<file path="config.mk">
export PLATFORM = sky130hd
export DESIGN_NAME = usb_in_shared_ep
export DESIGN_NICKNAME = d
export VERILOG_FILES = /design/src/rtl/usb_in_shared_ep.sv
export SDC_FILE = /design/constraint.sdc
export NUM_CORES = 1
export LEC_CHECK = 0
export BUFFER_PORTS_ARGS = -buffer_cell sky130_fd_sc_hd__buf_2
export CORE_MARGIN = 1.5
export CORE_UTILIZATION = 45
export CTS_CLUSTER_SIZE = 30
export DETAILED_ROUTE_END_ITERATION = 8
export PLACE_DENSITY_LB_ADDON = 0.2
export SETUP_SLACK_MARGIN = 0.3
export SLEW_MARGIN = 40
export SYNTH_ARGS = -nofsm -noshare
export SYNTH_HDL_FRONTEND = slang
export SYNTH_SLANG_ARGS = --single-unit
</file>
<file path="constraint.sdc">
create_clock -name clk -period 4.9 [get_ports clk]
set_input_delay 0.49 -clock clk [delete_from_list [all_inputs] [get_ports clk]]
set_output_delay 0.49 -clock clk [all_outputs]
set_load 0.01 [all_outputs]
</file>
<file path="src/rtl/usb_in_shared_ep.sv">
module usb_in_shared_ep #(
  parameter int BUF_BYTES = 8
) (
  input  logic       clk,
  input  logic       rst_n,
  input  logic [3:0] reg_addr,
  input  logic       reg_we,
  input  logic [7:0] reg_wdata,
  output logic [7:0] reg_rdata,
  input  logic       tok_valid,
  input  logic [3:0] tok_ep,
  input  logic       ep1_en,
  input  logic       ep1_stall,
  input  logic       ep2_en,
  input  logic       ep2_stall,
  input  logic       host_ack,
  output logic       tx_pend,
  output logic       out_valid,
  output logic [7:0] out_byte,
  output logic       out_last
);
  localparam int IW = $clog2(BUF_BYTES + 3);
  localparam int BW = (BUF_BYTES > 1) ? $clog2(BUF_BYTES) : 1;
  localparam logic [3:0] CTRL_ADDR = 4'd8;
  localparam logic [3:0] STAT_ADDR = 4'd9;
  localparam logic [7:0] PID_DATA0 = 8'hC3;
  localparam logic [7:0] PID_DATA1 = 8'h4B;
  localparam logic [7:0] PID_NAK   = 8'h5A;
  localparam logic [7:0] PID_STALL = 8'h1E;

  logic [7:0]    dbuf [BUF_BYTES];
  logic          seq_q, sel_q, txe_q, pend_q, busy_q, is_data_q, wait_q;
  logic [3:0]    cnt_q;
  logic [7:0]    pid_q;
  logic [IW-1:0] idx_q, plen_q, pidx, eff_cnt, last_idx;
  logic [15:0]   crc_q;

  function automatic logic [15:0] crc_step(input logic [15:0] c, input logic [7:0] d);
    logic [15:0] r;
    r = c;
    for (int i = 0; i < 8; i++) begin
      if (r[0] ^ d[i]) r = (r >> 1) ^ 16'hA001;
      else             r = r >> 1;
    end
    return r;
  endfunction

  wire ep1_hit = (tok_ep == 4'd1) && ep1_en;
  wire ep2_hit = (tok_ep == 4'd2) && ep2_en;
  wire stalled = ep1_hit ? ep1_stall : ep2_stall;
  wire sel_ok  = ep1_hit ? !sel_q : sel_q;
  wire ready   = !pend_q && txe_q && sel_ok;
  wire accept  = tok_valid && !busy_q && (ep1_hit || ep2_hit);

  assign eff_cnt  = (int'(cnt_q) > BUF_BYTES) ? IW'(BUF_BYTES) : IW'(cnt_q);
  assign last_idx = is_data_q ? plen_q + IW'(2) : '0;
  assign pidx     = idx_q - IW'(1);

  assign tx_pend   = pend_q;
  assign out_valid = busy_q;
  assign out_last  = busy_q && (idx_q == last_idx);

  always_comb begin
    if (idx_q == '0)                out_byte = pid_q;
    else if (idx_q <= plen_q)       out_byte = dbuf[pidx[BW-1:0]];
    else if (idx_q == plen_q + IW'(1)) out_byte = ~crc_q[7:0];
    else                            out_byte = ~crc_q[15:8];
  end

  always_comb begin
    reg_rdata = 8'h00;
    if (int'(reg_addr) < BUF_BYTES)  reg_rdata = dbuf[reg_addr[BW-1:0]];
    else if (reg_addr == CTRL_ADDR)  reg_rdata = {seq_q, sel_q, txe_q, 1'b0, cnt_q};
    else if (reg_addr == STAT_ADDR)  reg_rdata = {7'd0, pend_q};
  end

  always_ff @(posedge clk) begin
    if (!rst_n) begin
      for (int i = 0; i < BUF_BYTES; i++) dbuf[i] <= 8'h00;
      {seq_q, sel_q, txe_q, pend_q, busy_q, is_data_q, wait_q} <= '0;
      cnt_q <= '0; pid_q <= '0; idx_q <= '0; plen_q <= '0; crc_q <= 16'hFFFF;
    end else begin
      if (reg_we) begin
        if (int'(reg_addr) < BUF_BYTES) dbuf[reg_addr[BW-1:0]] <= reg_wdata;
        else if (reg_addr == CTRL_ADDR) begin
          seq_q <= reg_wdata[7]; sel_q <= reg_wdata[6];
          txe_q <= reg_wdata[5]; cnt_q <= reg_wdata[3:0];
        end else if (reg_addr == STAT_ADDR && reg_wdata[0]) pend_q <= 1'b0;
      end
      if (accept) begin
        busy_q    <= 1'b1;
        idx_q     <= '0;
        crc_q     <= 16'hFFFF;
        wait_q    <= 1'b0;
        is_data_q <= !stalled && ready;
        plen_q    <= (!stalled && ready) ? eff_cnt : '0;
        pid_q     <= stalled ? PID_STALL : !ready ? PID_NAK : seq_q ? PID_DATA1 : PID_DATA0;
      end else if (busy_q) begin
        idx_q <= idx_q + IW'(1);
        if (is_data_q && idx_q != '0 && idx_q <= plen_q) crc_q <= crc_step(crc_q, out_byte);
        if (out_last) begin
          busy_q <= 1'b0;
          wait_q <= is_data_q;
        end
      end
      if (host_ack && wait_q) begin
        pend_q <= 1'b1;
        txe_q  <= 1'b0;
        wait_q <= 1'b0;
      end
    end
  end


  stall_prio_chk: assert property (@(posedge clk) disable iff (!rst_n)
    tok_valid && !out_valid && tok_ep == 4'd2 && ep2_en && ep2_stall
    |=> out_valid && out_byte == PID_STALL && out_last);


  no_resp_chk: assert property (@(posedge clk) disable iff (!rst_n)
    tok_valid && !out_valid && !((tok_ep == 4'd1 && ep1_en) || (tok_ep == 4'd2 && ep2_en))
    |=> !out_valid);


  sel_nak_chk: assert property (@(posedge clk) disable iff (!rst_n)
    tok_valid && !out_valid && tok_ep == 4'd2 && ep2_en && !ep2_stall && !sel_q
    |=> out_valid && out_byte == PID_NAK && out_last);


  ack_update_chk: assert property (@(posedge clk) disable iff (!rst_n)
    host_ack && wait_q |=> tx_pend && !txe_q);


  gap_after_last_chk: assert property (@(posedge clk) disable iff (!rst_n)
    out_last |=> !out_valid);


  contiguous_chk: assert property (@(posedge clk) disable iff (!rst_n)
    out_valid && !out_last |=> out_valid);
endmodule

</file>
==> flow_metrics.tcl, run 1 <==
set metrics [dict create \
    outcome "finished, final reports clean" \
    crit_path_end_kind "flip-flop" \
    post_cts_setup_buffer_count 0 \
    hold_removal_path_class "primary input to flip-flop" \
    synth.largest_area_cell "edfxtp_1" \
    gr-usage-met1_pct 29.6 \
    route.detailed.vias_per_inst 5.84 \
    synth_cell_type_count 61 \
    dr_total_vias 4779 \
    grt.met3_usage_pct 4.42 \
    seq_area_frac_synth_pct 43.5 \
    post_synth_instance_area_um2 6310 \
    report.final.setup_viol 0 \
    cts_buffer_depth 2 \
    global_route.peak_usage_layer "met2" \
    cells_on_worst_hold_path 4 \
    post-layout-total-power_mw 2.04 \
    die_area_um2 14700 \
    setup_slack_ps 800 \
    worstSetupStartpointType "flip-flop" \
    power-per-cell-area_nw_per_um2 290 \
    grt_pass1_vias 4516 \
    max_cap_violations 0 \
    syn_inst 606 \
    place.detailed.hpwl_mm 12.3 \
    routabilityCongestion 0.945 \
    rsz0062_at_grt "no" \
    async_flop_share_pct 0 \
    critPathMaxStageDelay_ps 630 \
    post_synth_main_area_contributors "edfxtp_1, dfxtp_1, mux4_2" \
    critical_path_at_ps 4380 \
    cts-root-buf "clkbuf_16" \
    fp-row-count 43 \
    io_pins 44 \
    critical_path_required_ps 5180 \
    synth_largest_type_area_fraction_pct 30.5 \
    path_clk_slew_ps 80 \
    setup_total_negative_slack_ps 0 \
    core_area_um2 13800 \
    worst_path_dominant_cell_family "XOR/XNOR gates" \
    initial_antenna_violation_count 0 \
    final-hold-violation-count 0 \
    grt_first_pass_wirelength_mm 25.1 \
    drt_pre_antenna_iters 5 \
    antenna_left 0 \
    cts_tree "built" \
    path_buf_inv 1 \
    most_frequently_used_flop_master_after_synthesis "edfxtp_1" \
    track_usage_pct 23.0 \
    htreeDepth 3 \
    dp_slack_ps 813 \
    worstSetupPathType "flip-flop to flip-flop" \
    timing.critical_path.fanout_max 9 \
    clock_buffers_created_by_tritoncts 9 \
    drt-total-wl_mm 16.2 \
    insertedDiodeCount 0 \
    globalRouteOverflowTotal 0 \
    synthToLayoutAreaGrowth_pct 11.3 \
    postSynthRegisterBits 105 \
    grt_start_max_net_pins 32 \
    die_x_um 121 \
    synthesis.area_per_instance_um2 10.4 \
    drv_slew 0 \
    critical_path.slowest_cell "mux4_1" \
    power.static_leakage_nw 2.66 \
    syn_nets 639 \
    remaining_drc_errors 0 \
    synthesis.yosys.warnings 0 \
    number_of_synthesized_flops_with_an_enable_pin 64 \
    grt_util_met2_pct 37.3 \
    insertion_delay_ps 360 \
    proportion_of_layout_cells_with_a_drive_suffix_above_1_pct 18.8 \
    num-nets-final 666 \
    wire_per_inst_um 19.8 \
    critical_path.cell_chain "inv_1 > ha_1 > xor2_2 > mux4_1 > mux2_2 > mux2_4 > and3_4 > xnor2_1 > xnor3_1 > xnor2_2 > nor2_1 > a211oi_2" \
    worst_slew_margin_pct 47.5 \
    post-route-util_pct 51.0 \
    layout_worst_path_cycle_share_pct 83.7 \
    min_cycle_time_layout_ps 4100 \
    fmax_ghz 0.244 \
    initial_core_util_pct 45.8 \
    post_cts_resized 0 \
    postCtsHoldBufs 0 \
    critical_path_depth 12 \
    clock_skew_ps 9.22 \
    worstMarginPinSlew_ps 785 \
    initialDrtViolationCount 516 \
    die_span_y_um 121 \
    clock-sinks 105 \
    fillerInstances 1269 \
    worst_r2r_path_depth 12 \
    ir_worst_vdd_uv 260 \
    numPortBuffers 43 \
]
==> Yosys cell counts (8+ instances only) <==
cell type,count
a21boi_0,11
a21oi_1,18
and2_1,65
clkbuf_1,26
dfxtp_1,41
edfxtp_1,64
ha_1,8
inv_1,14
mux2i_1,22
mux4_2,28
nand2_1,68
nand2b_1,10
nand3_1,23
nor2_1,39
nor3_1,8
o211ai_1,17
o21ai_0,35
xnor2_1,11
xor2_1,10
==> power breakdown <==
group          switching (mW)  internal, mW
logic                   0.119        0.0962
clock network           0.366         0.464
registers              0.0252         0.969
total                   0.510          1.53
==> cell type report <==
| type | count | area [um^2] | area share, % |
|---|---|---|---|
| well taps | 180 | 225 | 3.21 |
| clock inverters | 7 | 116 | 1.66 |
| flip-flops and latches | 105 | 2740 | 39.1 |
| inverters | 15 | 56.3 | 0.802 |
| repair buffers | 54 | 298 | 4.24 |
| clock buffers | 9 | 225 | 3.21 |
| multi-input cells | 448 | 3360 | 47.8 |
==> tightest hold or removal path: cells and delay by family <==
kind | cells | cell delay, ps
AND/OR/NAND/NOR | 2 | 170
buffers and inverters | 1 | 70
AO/OA/AOI/OAI | 1 | 40
==> logic make-up (layout without fill, tap and decap cells) <==
kind of cell             Yosys count  in the layout  synth area share, %
buffers and inverters             53             85                 3.51
flip-flops                       105            105                 43.5
AO/OA/AOI/OAI                    112            112                 11.6
XOR/XNOR                          27             27                 4.66
AND/OR/NAND/NOR                  244            244                 19.9
multiplexers                      57             57                 15.2
adder cells (fa/ha/maj)            8              8                 1.59
==> stage by stage <==
stage                     hold WS, ps  instances  area, um^2
after floorplan                   440        606        6310
after global placement            462        802        6670
after detailed placement          466        802        6670
after CTS                         445        818        7010
after global routing              498        818        7020
final                             452        818        7020
==> registers in the layout, indices dropped and copies added (netlist names) <==
register and count:
crc_q 16, pid_q 6, seq_q 1, wait_q 1, is_data_q 1, sel_q 1, cnt_q 4, tx_pend 1
idx_q 4, dbuf 64, txe_q 1, out_valid 1, plen_q 4
==> layer usage <==
| metal | part of all wire (%) | wire length, um | vias to the layer above |
|---|---|---|---|
| met5 | 0 | 0 | - |
| met4 | 4.0 | 643 | 0 |
| met3 | 4.8 | 779 | 33 |
| met2 | 49 | 7870 | 158 |
| met1 | 43 | 6900 | 2326 |
| li1 | - | - | 2262 |
==> placed cells by master, fill, tap and decap left out, drive strengths merged, types with 18 or more instances in the layout <==
cell type and n:
mux4 29, buf 54, nor2 40, a21oi 18, and2 65, dfxtp 41, inv 19, mux2i 23
nand2 68, o21ai 37, nand3 24, edfxtp 64
==> path summary, 6_finish.rpt <==
check | endpoint | from | slack [ps]
min reg2reg | txe_q$_SDFFE_PP0P_ | txe_q$_SDFFE_PP0P_ | 470
min | txe_q$_SDFFE_PP0P_ | host_ack | 450
max | crc_q[0]$_SDFFE_PP1P_ | idx_q[1]$_SDFFE_PP0P_ | 800
max reg2reg | crc_q[0]$_SDFFE_PP1P_ | idx_q[1]$_SDFFE_PP0P_ | 800
No activity file was read; power rests on OpenSTA's default activity.
==> inputs of run 2 (changes only) <==
==> constraint.sdc (replaced) <==
create_clock -name clk -period 3.4 [get_ports clk]
set_input_delay 0.34 -clock clk [delete_from_list [all_inputs] [get_ports clk]]
set_output_delay 0.34 -clock clk [all_outputs]
set_load 0.01 [all_outputs]
==> run 2 against run 1 <==
  * Die area did not move
  * Final area rose by 4.8%
  * Clock power rose by 22%
  * Critical path depth rose by 1
  * Critical endpoint unchanged
  * Flip-flop and latch count did not move
  * Non-clock buffer count rose by 34
==> flow_metrics.tcl, run 2 (synthesized netlist as in run 1, its figures left out) <==
set metrics [dict create \
    place_area_um2 6920 \
    critical_path.endpoint "crc_q[0]$_SDFFE_PP1P_" \
    registers.top_by_ff_count "dbuf" \
    setup_total_negative_slack_ps 0 \
    num-nets-final 700 \
    reg2reg_to "crc_q[0]$_SDFFE_PP1P_" \
    crit_path_end_kind "flip-flop" \
    hold_removal_path_class "primary input to flip-flop" \
    clock-sinks 105 \
    post-route-cell-area_um2 7360 \
    rsz0062_at_grt "yes" \
    drt-total-wl_mm 17.3 \
    insertedDiodeCount 0 \
    worstSetupStartpointType "flip-flop" \
    timing.critical_path.fanout_max 3 \
    critical_path_at_ps 3550 \
    dp_slack_ps -25.3 \
    layout_commonest_cell "nand2_1" \
    track_usage_pct 24.7 \
    outcome "finished, final reports clean" \
    setup_slack_ps 138 \
    critical_path_required_ps 3690 \
    core_area_um2 13800 \
    worstSetupPathType "flip-flop to flip-flop" \
    critical_path.cell_chain "inv_8 > ha_4 > xor2_4 > buf_6 > mux4_2 > mux2_4 > mux2_4 > and3_4 > xnor2_2 > xnor3_2 > xnor2_2 > nor2_1 > a211oi_2" \
    crit-reg2reg-launch "idx_q[0]$_SDFFE_PP0P_" \
    dr_total_vias 4992 \
    wire_per_inst_um 20.3 \
    cts_buffer_depth 2 \
    initial_core_util_pct 45.8 \
    drv_slew 0 \
    synthToLayoutAreaGrowth_pct 16.7 \
    numPortBuffers 43 \
    critical_path.slowest_cell "mux4_2" \
    biggestRegsByFlops "dbuf: 64 flops, crc_q: 16 flops, pid_q: 6 flops" \
    path_clk_slew_ps 70 \
    routabilityCongestion 0.879 \
    final-hold-violation-count 0 \
    fmax_ghz 0.307 \
    initialDrtViolationCount 437 \
    worst_slew_margin_pct 51.6 \
    io_pins 44 \
    critPathMaxStageDelay_ps 490 \
    proportion_of_layout_cells_with_a_drive_suffix_above_1_pct 25.0 \
    report.final.setup_viol 0 \
    commonest_non_fill_non_tap_cells_in_the_layout "nand2_1, and2_1, edfxtp_1" \
    place.detailed.hpwl_mm 12.9 \
    grt_start_max_net_pins 31 \
    critPathLaunch "idx_q[0]$_SDFFE_PP0P_" \
    cts_tree "built" \
    die_x_um 121 \
    insertion_delay_ps 360 \
    remaining_drc_errors 0 \
    cells_on_worst_hold_path 3 \
    grt_pass1_vias 4854 \
    die_span_y_um 121 \
    htreeDepth 3 \
    globalRouteOverflowTotal 0 \
    fp-row-count 43 \
    route.detailed.vias_per_inst 5.87 \
    layout_worst_path_cycle_share_pct 96.0 \
    worstMarginPinSlew_ps 726 \
    power-per-cell-area_nw_per_um2 379 \
    stdcell_count 851 \
    clock_buffers_created_by_tritoncts 9 \
    drt_pre_antenna_iters 5 \
    die_area_um2 14700 \
    min_cycle_time_layout_ps 3260 \
    antenna_left 0 \
    dp_cells 826 \
    ff2ff_setup_slack_ps 140 \
    flip_flop_count_of_the_largest_register_all_copies_and_words_added 64 \
    grt_first_pass_wirelength_mm 27.2 \
    cts-root-buf "clkbuf_16" \
    power.static_leakage_nw 2.84 \
    worst_r2r_path_depth 13 \
    clock_skew_ps 6.88 \
    max_cap_violations 0 \
    initial_antenna_violation_count 0 \
    ir_worst_vdd_uv 351 \
]
[run 2: final cells by class]
type / instances / area, um^2
fill: 1227 / 6410
multi-input combinational: 448 / 3450
sequential: 105 / 2760
timing repair buffer: 88 / 586
clock buffer: 9 / 225
tap: 180 / 225
inverter: 15 / 63.8
clock inverter: 6 / 51.3
[run 2: worst max-delay path: cells and delay by family, from the launching register on]
kind / cells / cell delay [ps]
AOI/OAI and AO/OA: 1 / 130
muxes: 3 / 1070
xor gates and xnor gates: 4 / 1030
buffers and inverters: 2 / 160
and+or+nand+nor: 2 / 250
adders and majority gates: 1 / 170
DFF: 1 / 380
[run 2: timing repair]
action	CTS	global route
resized for setup	12	10
buffers inserted	7	3
pin swaps	7	1
hold buffers	0	0
gates cloned	0	0
setup endpoints to repair	3	6
[run 2: how the worst min path moves through the flow]
stage / start / end / slack (ps)
after detailed placement: txe_q$_SDFFE_PP0P_ / txe_q$_SDFFE_PP0P_ / 470
after CTS: reg_wdata[7] / seq_q$_SDFFE_PN0P_ / 310
after global routing: reg_wdata[7] / seq_q$_SDFFE_PN0P_ / 320
after global placement: pid_q[6]$_SDFFE_PN0P_ / pid_q[6]$_SDFFE_PN0P_ / 460
final: reg_wdata[7] / seq_q$_SDFFE_PN0P_ / 320
after floorplan: txe_q$_SDFFE_PP0P_ / txe_q$_SDFFE_PP0P_ / 440
[run 2: power breakdown]
group | total, mW | leakage, nW | switching (mW) | internal, mW
sequential | 1.43 | 0.945 | 0.0345 | 1.39
clock | 1.01 | 0.132 | 0.506 | 0.505
combinational | 0.352 | 1.76 | 0.185 | 0.167
total | 2.79 | 2.84 | 0.726 | 2.07
[run 2: routing by layer]
metal | track usage (%) | vias up | routed length (um)
li1 | - | 2323 | -
met1 | 33.3 | 2482 | 7450
met2 | 40.4 | 164 | 8590
met3 | 4.79 | 23 | 858
met4 | 7.79 | 0 | 356
met5 | 0 | - | 0
[run 2: metrics by stage]
step | hold slack [ps] | power [mW] | utilization [%]
5_1_grt | 324 | 2.88 | 53.4
4_1_cts | 308 | 2.80 | 53.0
3_3_place_gp | 458 | 1.78 | 50.3
2_1_floorplan | 440 | 1.66 | -
6_report | 321 | 2.79 | 53.4
3_5_place_dp | 471 | 1.79 | 50.3
